### src/rtl/i2c_rd_pkg.sv
package i2c_rd_pkg;
  typedef enum logic [2:0] {
    S_IDLE, S_WAIT, S_RX, S_SACK, S_TX, S_MACK
  } state_e;

  typedef enum logic [1:0] {
    K_DEV, K_WADDR, K_WDATA
  } kind_e;
endpackage

### src/rtl/i2c_bus_cond.sv
module i2c_bus_cond #(
  parameter int SYNC_STAGES = 2
) (
  input  logic clk_i,
  input  logic rst_ni,
  input  logic scl_i,
  input  logic sda_i,
  output logic scl_s_o,
  output logic sda_s_o,
  output logic scl_rise_o,
  output logic scl_fall_o,
  output logic start_o,
  output logic stop_o
);
  logic [SYNC_STAGES-1:0] scl_sync, sda_sync;
  logic scl_d, sda_d;

  always_ff @(posedge clk_i or negedge rst_ni) begin
    if (!rst_ni) begin
      scl_sync <= '1;
      sda_sync <= '1;
      scl_d    <= 1'b1;
      sda_d    <= 1'b1;
    end else begin
      scl_sync <= {scl_sync[SYNC_STAGES-2:0], scl_i};
      sda_sync <= {sda_sync[SYNC_STAGES-2:0], sda_i};
      scl_d    <= scl_sync[SYNC_STAGES-1];
      sda_d    <= sda_sync[SYNC_STAGES-1];
    end
  end

  assign scl_s_o    = scl_sync[SYNC_STAGES-1];
  assign sda_s_o    = sda_sync[SYNC_STAGES-1];
  assign scl_rise_o = scl_s_o & ~scl_d;
  assign scl_fall_o = ~scl_s_o & scl_d;
  // data edges with the clock held high on both samples
  assign start_o    = scl_s_o & scl_d & sda_d & ~sda_s_o;
  assign stop_o     = scl_s_o & scl_d & ~sda_d & sda_s_o;
endmodule

### src/rtl/i2c_rd_array.sv
module i2c_rd_array #(
  parameter int          ADDR_W    = 8,
  parameter int          DATA_W    = 8,
  parameter int          FILL_MODE = 0,
  parameter logic [7:0]  FILL_KEY  = 8'hA5
) (
  input  logic [ADDR_W-1:0] addr_i,
  output logic [DATA_W-1:0] data_o
);
  generate
    if (FILL_MODE == 0) begin : g_erased
      assign data_o = '1;
    end else begin : g_pattern
      logic [DATA_W-1:0] key;
      assign key    = DATA_W'(FILL_KEY);
      assign data_o = DATA_W'(addr_i) ^ key;
    end
  endgenerate
endmodule

### src/rtl/i2c_rd_slave.sv
module i2c_rd_slave
  import i2c_rd_pkg::*;
#(
  parameter int         ADDR_W      = 8,
  parameter int         CS_W        = 3,
  parameter logic [3:0] FAMILY_ID   = 4'b1010,
  parameter int         FILL_MODE   = 0,
  parameter int         SYNC_STAGES = 2
) (
  input  logic            clk_i,
  input  logic            rst_ni,
  input  logic            scl_i,
  input  logic            sda_i,
  input  logic [CS_W-1:0] chip_sel_i,
  output logic            sda_oe_o
);
  localparam int          BYTE_W   = 8;
  localparam int          CNT_W    = $clog2(BYTE_W + 1);
  localparam logic [ADDR_W-1:0] PTR_MAX = '1;

  logic scl_s, sda_s, scl_rise, scl_fall, start_c, stop_c;

  i2c_bus_cond #(.SYNC_STAGES(SYNC_STAGES)) u_cond (
    .clk_i, .rst_ni, .scl_i, .sda_i,
    .scl_s_o(scl_s), .sda_s_o(sda_s),
    .scl_rise_o(scl_rise), .scl_fall_o(scl_fall),
    .start_o(start_c), .stop_o(stop_c)
  );

  state_e            state_q;
  kind_e             kind_q;
  logic [CNT_W-1:0]  cnt_q;
  logic [BYTE_W-1:0] shreg_q, tx_q, rx_byte;
  logic [ADDR_W-1:0] ptr_q;
  logic              sda_oe_q, go_read_q;
  logic [BYTE_W-1:0] rom_data;

  i2c_rd_array #(.ADDR_W(ADDR_W), .DATA_W(BYTE_W), .FILL_MODE(FILL_MODE)) u_array (
    .addr_i(ptr_q), .data_o(rom_data)
  );

  assign rx_byte = {shreg_q[BYTE_W-2:0], sda_s};

  always_ff @(posedge clk_i or negedge rst_ni) begin
    if (!rst_ni) begin
      state_q   <= S_IDLE;
      kind_q    <= K_DEV;
      cnt_q     <= '0;
      shreg_q   <= '0;
      tx_q      <= '0;
      ptr_q     <= '0;
      sda_oe_q  <= 1'b0;
      go_read_q <= 1'b0;
    end else if (start_c) begin
      state_q  <= S_RX;
      kind_q   <= K_DEV;
      cnt_q    <= '0;
      sda_oe_q <= 1'b0;
    end else if (stop_c) begin
      state_q  <= S_IDLE;
      sda_oe_q <= 1'b0;
    end else begin
      unique case (state_q)
        S_RX: if (scl_rise) begin
          shreg_q <= rx_byte;
          if (cnt_q == CNT_W'(BYTE_W - 1)) begin
            cnt_q <= '0;
            unique case (kind_q)
              K_DEV: begin
                if (rx_byte[7:1] == {FAMILY_ID, chip_sel_i}) begin
                  state_q   <= S_SACK;
                  go_read_q <= rx_byte[0];
                end else begin
                  state_q <= S_WAIT;
                end
              end
              K_WADDR: begin
                ptr_q     <= rx_byte;
                state_q   <= S_SACK;
                go_read_q <= 1'b0;
              end
              default: begin
                state_q   <= S_SACK;
                go_read_q <= 1'b0;
              end
            endcase
          end else begin
            cnt_q <= cnt_q + 1'b1;
          end
        end
        S_SACK: begin
          if (cnt_q == 0 && scl_fall) begin
            sda_oe_q <= 1'b1;
            cnt_q    <= CNT_W'(1);
          end else if (cnt_q == 1 && scl_rise) begin
            cnt_q <= CNT_W'(2);
          end else if (cnt_q == 2 && scl_fall) begin
            cnt_q <= '0;
            if (go_read_q) begin
              state_q  <= S_TX;
              tx_q     <= rom_data;
              sda_oe_q <= ~rom_data[BYTE_W-1];
            end else begin
              state_q  <= S_RX;
              sda_oe_q <= 1'b0;
              kind_q   <= (kind_q == K_DEV) ? K_WADDR : K_WDATA;
            end
          end
        end
        S_TX: begin
          if (scl_rise) begin
            cnt_q <= cnt_q + 1'b1;
          end else if (scl_fall) begin
            if (cnt_q == CNT_W'(BYTE_W)) begin
              sda_oe_q <= 1'b0;
              state_q  <= S_MACK;
              cnt_q    <= '0;
            end else begin
              sda_oe_q <= ~tx_q[3'(BYTE_W - 1 - int'(cnt_q))];
            end
          end
        end
        S_MACK: begin
          if (cnt_q == 0 && scl_rise) begin
            ptr_q <= ptr_q + 1'b1;
            if (sda_s) state_q <= S_WAIT;
            else       cnt_q   <= CNT_W'(1);
          end else if (cnt_q == 1 && scl_fall) begin
            state_q  <= S_TX;
            tx_q     <= rom_data;
            sda_oe_q <= ~rom_data[BYTE_W-1];
            cnt_q    <= '0;
          end
        end
        default: ;
      endcase
    end
  end

  assign sda_oe_o = sda_oe_q;

  // output moves only in the low phase of the clock
  p_sda_scl_low_r10: assert property (@(posedge clk_i) disable iff (!rst_ni)
    (sda_oe_q != $past(sda_oe_q)) |-> !scl_s);

  p_stop_idle_r1: assert property (@(posedge clk_i) disable iff (!rst_ni)
    (stop_c && !start_c) |=> (state_q == S_IDLE && !sda_oe_o));

  p_start_dev_r1: assert property (@(posedge clk_i) disable iff (!rst_ni)
    start_c |=> (state_q == S_RX && kind_q == K_DEV && cnt_q == 0));

  p_nack_park_r8: assert property (@(posedge clk_i) disable iff (!rst_ni)
    (state_q == S_MACK && cnt_q == 0 && scl_rise && sda_s && !start_c && !stop_c)
      |=> (state_q == S_WAIT && !sda_oe_o));

  p_wait_silent_r3: assert property (@(posedge clk_i) disable iff (!rst_ni)
    (state_q == S_WAIT) |-> !sda_oe_o);

  p_ptr_wrap_r7: assert property (@(posedge clk_i) disable iff (!rst_ni)
    (state_q == S_MACK && cnt_q == 0 && scl_rise && ptr_q == PTR_MAX && !start_c && !stop_c)
      |=> ptr_q == '0);
endmodule

### config.mk
export PLATFORM = sky130hd
export DESIGN_NAME = i2c_rd_slave
export DESIGN_NICKNAME = d
export VERILOG_FILES = /design/src/rtl/i2c_rd_pkg.sv /design/src/rtl/i2c_bus_cond.sv /design/src/rtl/i2c_rd_array.sv /design/src/rtl/i2c_rd_slave.sv
export SDC_FILE = /design/constraint.sdc
export NUM_CORES = 1
export LEC_CHECK = 0
export ABC_AREA = 1
export BUFFER_PORTS_ARGS = -buffer_cell sky130_fd_sc_hd__buf_4
export CORE_ASPECT_RATIO = 0.7
export CORE_UTILIZATION = 61
export CTS_CLUSTER_SIZE = 20
export DETAILED_ROUTE_END_ITERATION = 12
export PLACE_DENSITY = 0.79
export SLEW_MARGIN = 20
export SYNTH_ARGS = -nofsm -noshare
export SYNTH_HDL_FRONTEND = slang
export SYNTH_SLANG_ARGS = --single-unit
export TNS_END_PERCENT = 30
### constraint.sdc
create_clock -name clk_i -period 2.3 [get_ports clk_i]
set_input_delay 0.345 -clock clk_i [delete_from_list [all_inputs] [get_ports clk_i]]
set_output_delay 0.345 -clock clk_i [all_outputs]
set_load 0.02 [all_outputs]
# Word level (Yosys, flattened, before mapping)
# Index checks and enable logic that the tools add are counted.
[op_classes]
n_addsub = 2
order_cmp = 1
n_eq_ne = 40
n_mux = 62
bitwise_logic = 14
n_reduce_logical = 20
[op_table]
columns = ["op", "n"]
rows = [
  ["4-bit != test (second input constant)", 14],
  ["4-bit two-way mux", 13],
  ["8-bit two-way mux", 6],
  ["3-bit two-way mux", 15],
  ["2-bit != test (second input constant)", 11],
  ["5-bit != test (second input constant)", 4],
  ["2-bit two-way mux", 9],
  ["4-bit case mux with 4 select lines", 1],
  ["8-bit case mux with 2 select lines", 1],
  ["1-bit two-way mux", 14],
  ["3-bit case mux with 4 select lines", 1],
  ["6-bit AND reduction", 2],
  ["11-bit AND reduction", 1],
  ["5-bit nonzero test", 2],
  ["9-bit AND reduction", 1],
  ["8-bit AND reduction", 1],
  ["1-bit bitwise AND", 7],
  ["7-bit equality test", 1],
  ["1-bit NOT", 7],
  ["7-bit AND reduction", 1],
  ["3-bit by 2-bit equality test with 1-bit output (second input constant)", 2],
  ["3-bit equality test (second input constant)", 2],
  ["2-bit nonzero test", 3],
  ["6-bit nonzero test", 1],
  ["other kinds (15)", 19],
]
[totals]
regBits = 32
inputBits = 7

# Longest topological paths before layout
# Gate-level depths: netlist (run 1).
[depth]
word_depth = 11
depth_mapped = 14
depth_no_buf = 14

# Hierarchy
# Synthesis (run 1) repeated with hierarchy kept, for this count alone.
[hier_totals]
cells_unflattened = 367
area_unflattened_um2 = 2577.5
[by_module_without_submodules]
columns = ["mod", "n_inst", "cells_each", "area_each_um2", "seq_area_each_um2"]
rows = [
  ["i2c_rd_slave", 1, 341, 2314.7, 850.8],
  ["i2c_bus_cond", 1, 17, 198.9, 157.7],
  ["i2c_rd_array", 1, 9, 63.8, 0.0],
]

# Worst setup path after synthesis (run 1)
# No wires, ideal clock.
[synth_path]
kind = "register to register"
from = "reg u_cond.scl_d"
to = "reg state_q[1]"
setup_ns = 0.128
arrival_ns = 1.503
t_required_ns = 2.172
setup_slack_ns = 0.669
path_stages_with_launch = 13
path_buffers = 0
synth_period_minus_slack_ns = 1.631
cell_sequence = "dfstp_2 -> inv_1 -> ha_1 -> inv_1 -> nand2_1 -> nand3_1 -> nand2_1 -> nor2_1 -> nand2_1 -> inv_1 -> nand2_2 -> nand2_1 -> nand3_1"
[synth_between]
elab_chain_cells = 7
elab_cells_between_ends = 29
cone_classes = "eq/ne: 10; mux: 4; bitwise: 8; reduce/logical: 7"
[synth_lines]
columns = ["element", "line", "text"]
rows = [
  ["start: declaration", "i2c_bus_cond.sv:16", "logic scl_d, sda_d;"],
  ["start signal: assignment", "i2c_bus_cond.sv:27", "scl_d <= scl_sync[SYNC_STAGES-1];"],
  ["1-bit NOT", "i2c_bus_cond.sv:34", "assign scl_rise_o = scl_s_o & ~scl_d;"],
  ["1-bit bitwise AND", "i2c_bus_cond.sv:34", ""],
  ["1-bit logical AND", "i2c_rd_slave.sv:124", "if (cnt_q == 0 && scl_rise) begin"],
  ["3-bit two-way mux", "i2c_rd_slave.sv:124", ""],
  ["3-bit case mux with 4 select lines", "i2c_rd_slave.sv:63", "unique case (state_q)"],
  ["3-bit two-way mux", "i2c_rd_slave.sv:59", "end else if (stop_c) begin"],
  ["3-bit two-way mux", "i2c_rd_slave.sv:54", "end else if (start_c) begin"],
  ["end signal: assignment", "i2c_rd_slave.sv:55", "state_q <= S_RX;"],
  ["end signal: assignment", "i2c_rd_slave.sv:60", "state_q <= S_IDLE;"],
  ["end signal: assignment", "i2c_rd_slave.sv:126", "if (sda_s) state_q <= S_WAIT;"],
  ["end: declaration", "i2c_rd_slave.sv:30", "state_e state_q;"],
]
# Parallel ways exist; a longest one is shown, timed or not.
# A chain may end at the register's enable or synchronous reset.

# Worst setup path in the final report (run 1)
[layout_path]
from = "reg u_cond.scl_sync[1]"
to = "reg cnt_q[3]"
[layout_between]
elab_chain_cells = 7
elab_cells_between_ends = 29
cone_classes = "eq/ne: 7; mux: 7; bitwise: 8; reduce/logical: 7"
[layout_lines]
columns = ["element", "line", "text"]
rows = [
  ["start: declaration", "i2c_bus_cond.sv:15", "logic [SYNC_STAGES-1:0] scl_sync, sda_sync;"],
  ["start signal: assignment", "i2c_bus_cond.sv:25", "scl_sync <= {scl_sync[SYNC_STAGES-2:0], scl_i};"],
  ["1-bit bitwise AND / 1-bit NOT (equally long branches)", "i2c_bus_cond.sv:34, i2c_bus_cond.sv:35", ""],
  ["1-bit logical AND / 1-bit bitwise AND (equally long branches)", "i2c_rd_slave.sv:95, i2c_bus_cond.sv:35", ""],
  ["4-bit two-way mux / 1-bit logical AND (equally long branches)", "i2c_rd_slave.sv:95, i2c_rd_slave.sv:92", ""],
  ["4-bit two-way mux", "i2c_rd_slave.sv:92", "if (cnt_q == 0 && scl_fall) begin"],
  ["4-bit case mux with 4 select lines", "i2c_rd_slave.sv:63", ""],
  ["4-bit two-way mux", "i2c_rd_slave.sv:59", ""],
  ["4-bit two-way mux", "i2c_rd_slave.sv:54", ""],
  ["end signal: assignment", "i2c_rd_slave.sv:88", "cnt_q <= cnt_q + 1'b1;"],
  ["end signal: assignment", "i2c_rd_slave.sv:112", "cnt_q <= cnt_q + 1'b1;"],
  ["end: declaration", "i2c_rd_slave.sv:32", "logic [CNT_W-1:0] cnt_q;"],
]
# Parallel ways exist; a longest one is shown, timed or not. The select of a mux whose other input is x is not followed.

==> results of run 1 <==
## per-layer routing
layer,up-vias,GRT usage [%],routed length (um)
li1,816,-,-
met1,717,47.9,2060
met2,88,38.0,1520
met3,7,11.7,521
met4,0,6.38,40
met5,-,0,0
## power breakdown
part,switching (mW),internal (mW)
clock network,0.137,0.123
logic,0.506,0.280
registers,0.135,0.538
## worst max-delay path, cell delays in order, from the launching register on
cell and delay [ps]:
dfstp_2 570, ha_1 190, nand3_2 310, inv_1 200, nor2_1 90, nor2_1 80
nand2_1 50, nor2_1 120, nand2_2 100, nand3_1 90, nand2_1 70
## stage by stage
| stage | std cells | setup slack, ps | area (um2) | power, mW |
|---|---|---|---|---|
| after global routing | 294 | 151 | 1910 | 1.84 |
| after floorplan | 249 | 669 | 1760 | 1.25 |
| after CTS | 294 | 311 | 1910 | 1.70 |
| after detailed placement | 289 | 327 | 1850 | 1.43 |
| final | 294 | 296 | 1910 | 1.72 |
| after global placement | 289 | 404 | 1850 | 1.43 |
## sequential cells by signal, indices dropped and copies added, names as in the netlist
register         count
go_read_q            1
u_cond.sda_d         1
u_cond.scl_d         1
shreg_q              7
tx_q                 1
sda_oe_o             1
u_cond.scl_sync      2
state_q              3
cnt_q                4
kind_q               2
u_cond.sda_sync      2
## kinds of logic (layout without fill, tap and decap cells)
| logic type | count (synthesis) | in the layout |
|---|---|---|
| AND/OR/NAND/NOR | 145 | 145 |
| buffers and inverters | 42 | 53 |
| AO/OA/AOI/OAI | 29 | 29 |
| flip-flops | 25 | 25 |
| adder cells (fa/ha/maj) | 7 | 7 |
| XOR/XNOR | 1 | 1 |
## worst min path at each step
| stage | start | endpoint | cells past startpoint | slack [ps] |
|---|---|---|---|---|
| finish | sda_i | u_cond.sda_sync[0]$_DFF_PN1_ | 1 | 170 |
| global route | sda_i | u_cond.sda_sync[0]$_DFF_PN1_ | 1 | 160 |
| CTS | sda_i | u_cond.sda_sync[0]$_DFF_PN1_ | 1 | 170 |
| detailed placement | rst_ni | shreg_q[6]$_DFFE_PN0P_ | 1 | 260 |
| global placement | rst_ni | shreg_q[6]$_DFFE_PN0P_ | 1 | 260 |
| floorplan | rst_ni | cnt_q[0]$_DFFE_PN0P_ | 0 | 50 |
## cells in the final DEF (no fill, tap or decap), drive strengths merged
cell type / Yosys / final
o211ai: 1 / 1
nor3: 4 / 4
nand4: 5 / 5
o22ai: 3 / 3
o31ai: 1 / 1
inv: 39 / 39
clkbuf: 0 / 3
o21ai: 15 / 15
nand2: 77 / 77
nand3: 27 / 27
nand3b: 1 / 1
xnor2: 1 / 1
clkinvlp: 0 / 1
ha: 7 / 7
dfrtp: 19 / 19
dfstp: 6 / 6
dlygate4sd3: 0 / 1
buf: 3 / 9
nor2: 31 / 31
o21bai: 1 / 1
a21oi: 8 / 8
## layout make-up
class                   instances  area (um2)
flip-flops and latches         25         633
inverters                      39         146
clock buffers                   3        41.3
multi-input cells             182         958
fillers                       217         683
repair buffers                 10        77.6
clock inverters                 1        7.51
well taps                      34        42.5
==> impl_metrics.env, run 1 <==
export IMPL_antenna_found_initial=0
export IMPL_grt_max_degree=26
export IMPL_timing_final_crit_share_pct=87.1
export IMPL_syn_area_per_cell_um2=7.08
export IMPL_numCtsBuffers=3
export IMPL_status="completed"
export IMPL_synth_compound_area_share_pct=9.58
export IMPL_synthArstFlopShare_pct=100
export IMPL_yosysTopAreaCellShare_pct=27.0
export IMPL_synth_edf_count=0
export IMPL_fin_setup_tns_ps=0
export IMPL_synth_fa_ha_area_share_pct=4.97
export IMPL_insertion_delay_ps=270
export IMPL_hold_class="input pin to register"
export IMPL_critPathKind="register to register"
export IMPL_globalplace_congestion=1.04
export IMPL_reg2reg_slack_ps=300
export IMPL_drt_iter0_markers=181
export IMPL_htree_levels=1
export IMPL_vias=1628
export IMPL_fin_skew_ps=3.48
export IMPL_rsz0062_at_grt="false"
export IMPL_postRouteAntennaNets=0
export IMPL_final_min_clock_period_ps=2000
export IMPL_fin_util_pct=73.6
export IMPL_cts_sinks=25
export IMPL_path_max_fanout=16
export IMPL_synth_area_leaders="dfrtp_1, nand2_1, dfstp_2, inv_1, nand3_1"
export IMPL_setup_worst_path_end_class="register"
export IMPL_yosysMostFrequentCell="nand2_1"
export IMPL_area_growth_pct=8.16
export IMPL_slew_violations=0
export IMPL_setup_viol=0
export IMPL_clockBufferDepth=2
export IMPL_grt_ovfl_total=0
export IMPL_wl_per_cell_um=14.1
export IMPL_ioPinCount=8
export IMPL_post_cts_buffers=0
export IMPL_synth_flop_cell="dfrtp_1"
export IMPL_die_area_um2=3110
export IMPL_drive_gt1_share_pct=17.3
export IMPL_final_nets=275
export IMPL_cap_violations=0
export IMPL_syn_nets=263
export IMPL_worstPathRequired_ps=2460
export IMPL_max_slew_margin_pct=72.3
export IMPL_root_buffer="clkbuf_8"
export IMPL_vias_per_cell=5.54
export IMPL_ys_types=29
export IMPL_synthCells=249
export IMPL_holdWs_ps=173
export IMPL_antenna_cells=0
export IMPL_netlist_area_um2=1760
export IMPL_max_freq_mhz=499
export IMPL_tightest_slew_ps=415
export IMPL_grt_pass1_wl_um=6670
export IMPL_synth_area_mux_share_pct=0
export IMPL_synth_simple_area_share_pct=39.3
export IMPL_drt_pass1_iter_count=5
export IMPL_die_y_um=47.0
export IMPL_synth_common_cells="nand2_1, inv_1, nor2_1, nand3_1, dfrtp_1"
export IMPL_hpwlAfterDp_um=3250
export IMPL_p_leak_nw=1.04
export IMPL_cts_hold_buf=1
export IMPL_fp_dieW_um=66.3
export IMPL_fp_coreArea_um2=2590
export IMPL_grt_pass1_vias=1337
export IMPL_reg2reg_from="u_cond.scl_sync[1]$_DFF_PN1_"
export IMPL_track_usage_pct=30.3
export IMPL_cts_tree="done"
export IMPL_synth_seq_cells=25
export IMPL_drc_errors=0
export IMPL_arrival_ps=2170
export IMPL_crit_end="cnt_q[3]$_DFFE_PN0P_"
export IMPL_synth_top_family_by_area="simple AND/OR/NAND/NOR gates"
export IMPL_seq_area_frac_synth_pct=35.9
export IMPL_p_per_area_nw_per_um2=901
export IMPL_start_util_pct=68.1
export IMPL_reg2reg_depth=10
export IMPL_clk_pin_slew_ps=80
export IMPL_start_kind="register"
export IMPL_port_buffers=7
export IMPL_finalHoldViolations=0
export IMPL_ctsResizeCount=0
export IMPL_synth_xor_xnor_area_share_pct=0.497
export IMPL_irDropWorstVdd_mv=0.528
export IMPL_synth_top_cell_by_area="dfrtp_1"
export IMPL_crit_start="u_cond.scl_sync[1]$_DFF_PN1_"
export IMPL_synth_warnings=0
export IMPL_wl_um=4140
export IMPL_r2r_end="cnt_q[3]$_DFFE_PN0P_"
export IMPL_num_rows=15
Power figures use the tool's default switching activity.
==> run 2, diff against run 1 <==
Settings changed: CORE_UTILIZATION 61 to 38, PLACE_DENSITY 0.79 to default, TNS_END_PERCENT 30 to 50.
==> run 2 against run 1 <==
Sequential power is essentially flat. Critical path type unchanged. Largest power group unchanged. Global-route usage shrank 14 points. Sequential share of layout area shrank 0.34 points.
==> impl_metrics.env, run 2 (same netlist as run 1, synthesis figures left out) <==
export IMPL_status="completed"
export IMPL_cts_hold_buf=1
export IMPL_comb_power_share_pct=43.8
export IMPL_num_rows=20
export IMPL_irDropWorstVdd_mv=0.360
export IMPL_cts_tree="done"
export IMPL_final_nets=274
export IMPL_fp_coreArea_um2=4400
export IMPL_fp_dieW_um=83.4
export IMPL_timing_final_ws_setup_ps=334
export IMPL_insertion_delay_ps=270
export IMPL_cp_num_buf_inv=1
export IMPL_p_seq_share_pct=39.7
export IMPL_max_slew_margin_pct=73.0
export IMPL_rsz0062_at_grt="false"
export IMPL_die_area_um2=4920
export IMPL_path_common_cell="nor2_1"
export IMPL_area_growth_pct=9.30
export IMPL_timing_final_crit_share_pct=85.5
export IMPL_postRouteAntennaNets=0
export IMPL_port_buffers=7
export IMPL_globalplace_congestion=0.916
export IMPL_post_cts_buffers=0
export IMPL_root_buffer="clkbuf_8"
export IMPL_arrival_ps=2130
export IMPL_largest_register_ffs=7
export IMPL_p_per_area_nw_per_um2=882
export IMPL_place_ws_ps=367
export IMPL_ctsResizeCount=0
export IMPL_placed_cell_area_um2=1870
export IMPL_drt_pass1_iter_count=7
export IMPL_track_usage_pct=16.7
export IMPL_grt_pass1_wl_um=6610
export IMPL_setup_worst_path_end_class="register"
export IMPL_cts_sinks=25
export IMPL_cap_violations=0
export IMPL_slew_violations=0
export IMPL_clk_pin_slew_ps=90
export IMPL_path_max_fanout=16
export IMPL_tightest_slew_ps=405
export IMPL_antenna_found_initial=0
export IMPL_wl_per_cell_um=12.1
export IMPL_grt_pass1_vias=1373
export IMPL_grt_max_degree=26
export IMPL_wl_um=3820
export IMPL_path_cells="ha_1 -> nand3_2 -> inv_1 -> nor2_1 -> nor2_1 -> nand2_1 -> nor2_1 -> nand2_2 -> nand3_1 -> nand2_1"
export IMPL_start_util_pct=40.0
export IMPL_slowest_delay_ps=570
export IMPL_numCtsBuffers=3
export IMPL_fin_setup_tns_ps=0
export IMPL_clockBufferDepth=2
export IMPL_start_kind="register"
export IMPL_critPathKind="register to register"
export IMPL_switchingPower_mw=0.764
export IMPL_htree_levels=1
export IMPL_layout_commonest_cell="nand2_1"
export IMPL_vias_per_cell=5.01
export IMPL_top_regs="shreg_q (7), cnt_q (4), state_q (3)"
export IMPL_drt_iter0_markers=226
export IMPL_p_leak_nw=1.04
export IMPL_swShare_pct=45.0
export IMPL_die_y_um=59.0
export IMPL_drive_gt1_share_pct=17.0
export IMPL_largest_register="shreg_q"
export IMPL_cp_slowest_cell="dfstp_2"
export IMPL_drc_errors=0
export IMPL_max_freq_mhz=509
export IMPL_clockPowerShare_pct=16.6
export IMPL_final_min_clock_period_ps=1970
export IMPL_worstPathRequired_ps=2460
export IMPL_hold_class="input pin to register"
export IMPL_vias=1573
export IMPL_intPower_mw=0.935
export IMPL_layout_common_cells="nand2_1, inv_1, nor2_1, nand3_1, dfrtp_1"
export IMPL_grt_ovfl_total=0
export IMPL_stdcell_area_um2=1930
export IMPL_crit_family="simple AND/OR/NAND/NOR gates"
export IMPL_fin_skew_ps=6.36
export IMPL_finalHoldViolations=0
export IMPL_hpwlAfterDp_um=3010
export IMPL_ioPinCount=8
export IMPL_setup_viol=0
export IMPL_fin_util_pct=43.8
export IMPL_antenna_cells=0
run 2: cell count changes in the layout (fill, tap and decap cells not counted):
cell,delta
buf_4,-1
clkinvlp_4,-1
inv_6,+1
run 2: final cells by class:
type,count,area [um2]
Sequential cell,25,633
Timing Repair Buffer,9,70.1
Multi-Input combinational cell,182,958
Fill cell,438,2480
Clock inverter,1,8.76
Clock buffer,3,41.3
Tap cell,55,68.8
Inverter,39,146
run 2: stage by stage:
stage	total power, mW	hold slack, ps	instances
global placement	1.42	266	309
global route	1.84	153	314
floorplan	1.25	49.4	249
finish	1.70	173	314
detailed placement	1.41	266	309
CTS	1.70	161	314
run 2: worst paths after layout:
path	start	end	slack (ps)	depth (start not counted)
max in group asynchronous	rst_ni	u_cond.scl_d$_DFF_PN1_	1510	2
worst min-delay path	sda_i	u_cond.sda_sync[0]$_DFF_PN1_	170	1
min in group asynchronous	rst_ni	tx_q[6]$_DFFE_PN0P_	500	2
worst max register to register	u_cond.scl_sync[1]$_DFF_PN1_	cnt_q[0]$_DFFE_PN0P_	330	10
worst max-delay path	u_cond.scl_sync[1]$_DFF_PN1_	cnt_q[0]$_DFFE_PN0P_	330	10
worst min register to register	u_cond.sda_sync[0]$_DFF_PN1_	u_cond.sda_sync[1]$_DFF_PN1_	360	0
run 2: worst register-to-register path: cells and delay by family (launching register included):
family | cells | cell delay, ps
DFF | 1 | 570
adders and majority gates | 1 | 180
and+or+nand+nor | 8 | 890
buffers and inverters | 1 | 220
run 2: metal layers:
metal | share of wire [%] | up-vias | global-route usage (%)
met5 | 0 | - | 0
met4 | 0.58 | 0 | 2.18
met3 | 7.8 | 2 | 3.06
met2 | 38 | 65 | 22.8
met1 | 54 | 699 | 27.6
li1 | - | 807 | -
run 2: power by group through the flow:
stage	logic (mW)	registers [mW]	clock network, mW
final	0.744	0.674	0.281
after global routing	0.842	0.691	0.307
after CTS	0.732	0.673	0.294
after detailed placement	0.726	0.682	0
after global placement	0.740	0.684	0
after floorplan	0.623	0.630	0
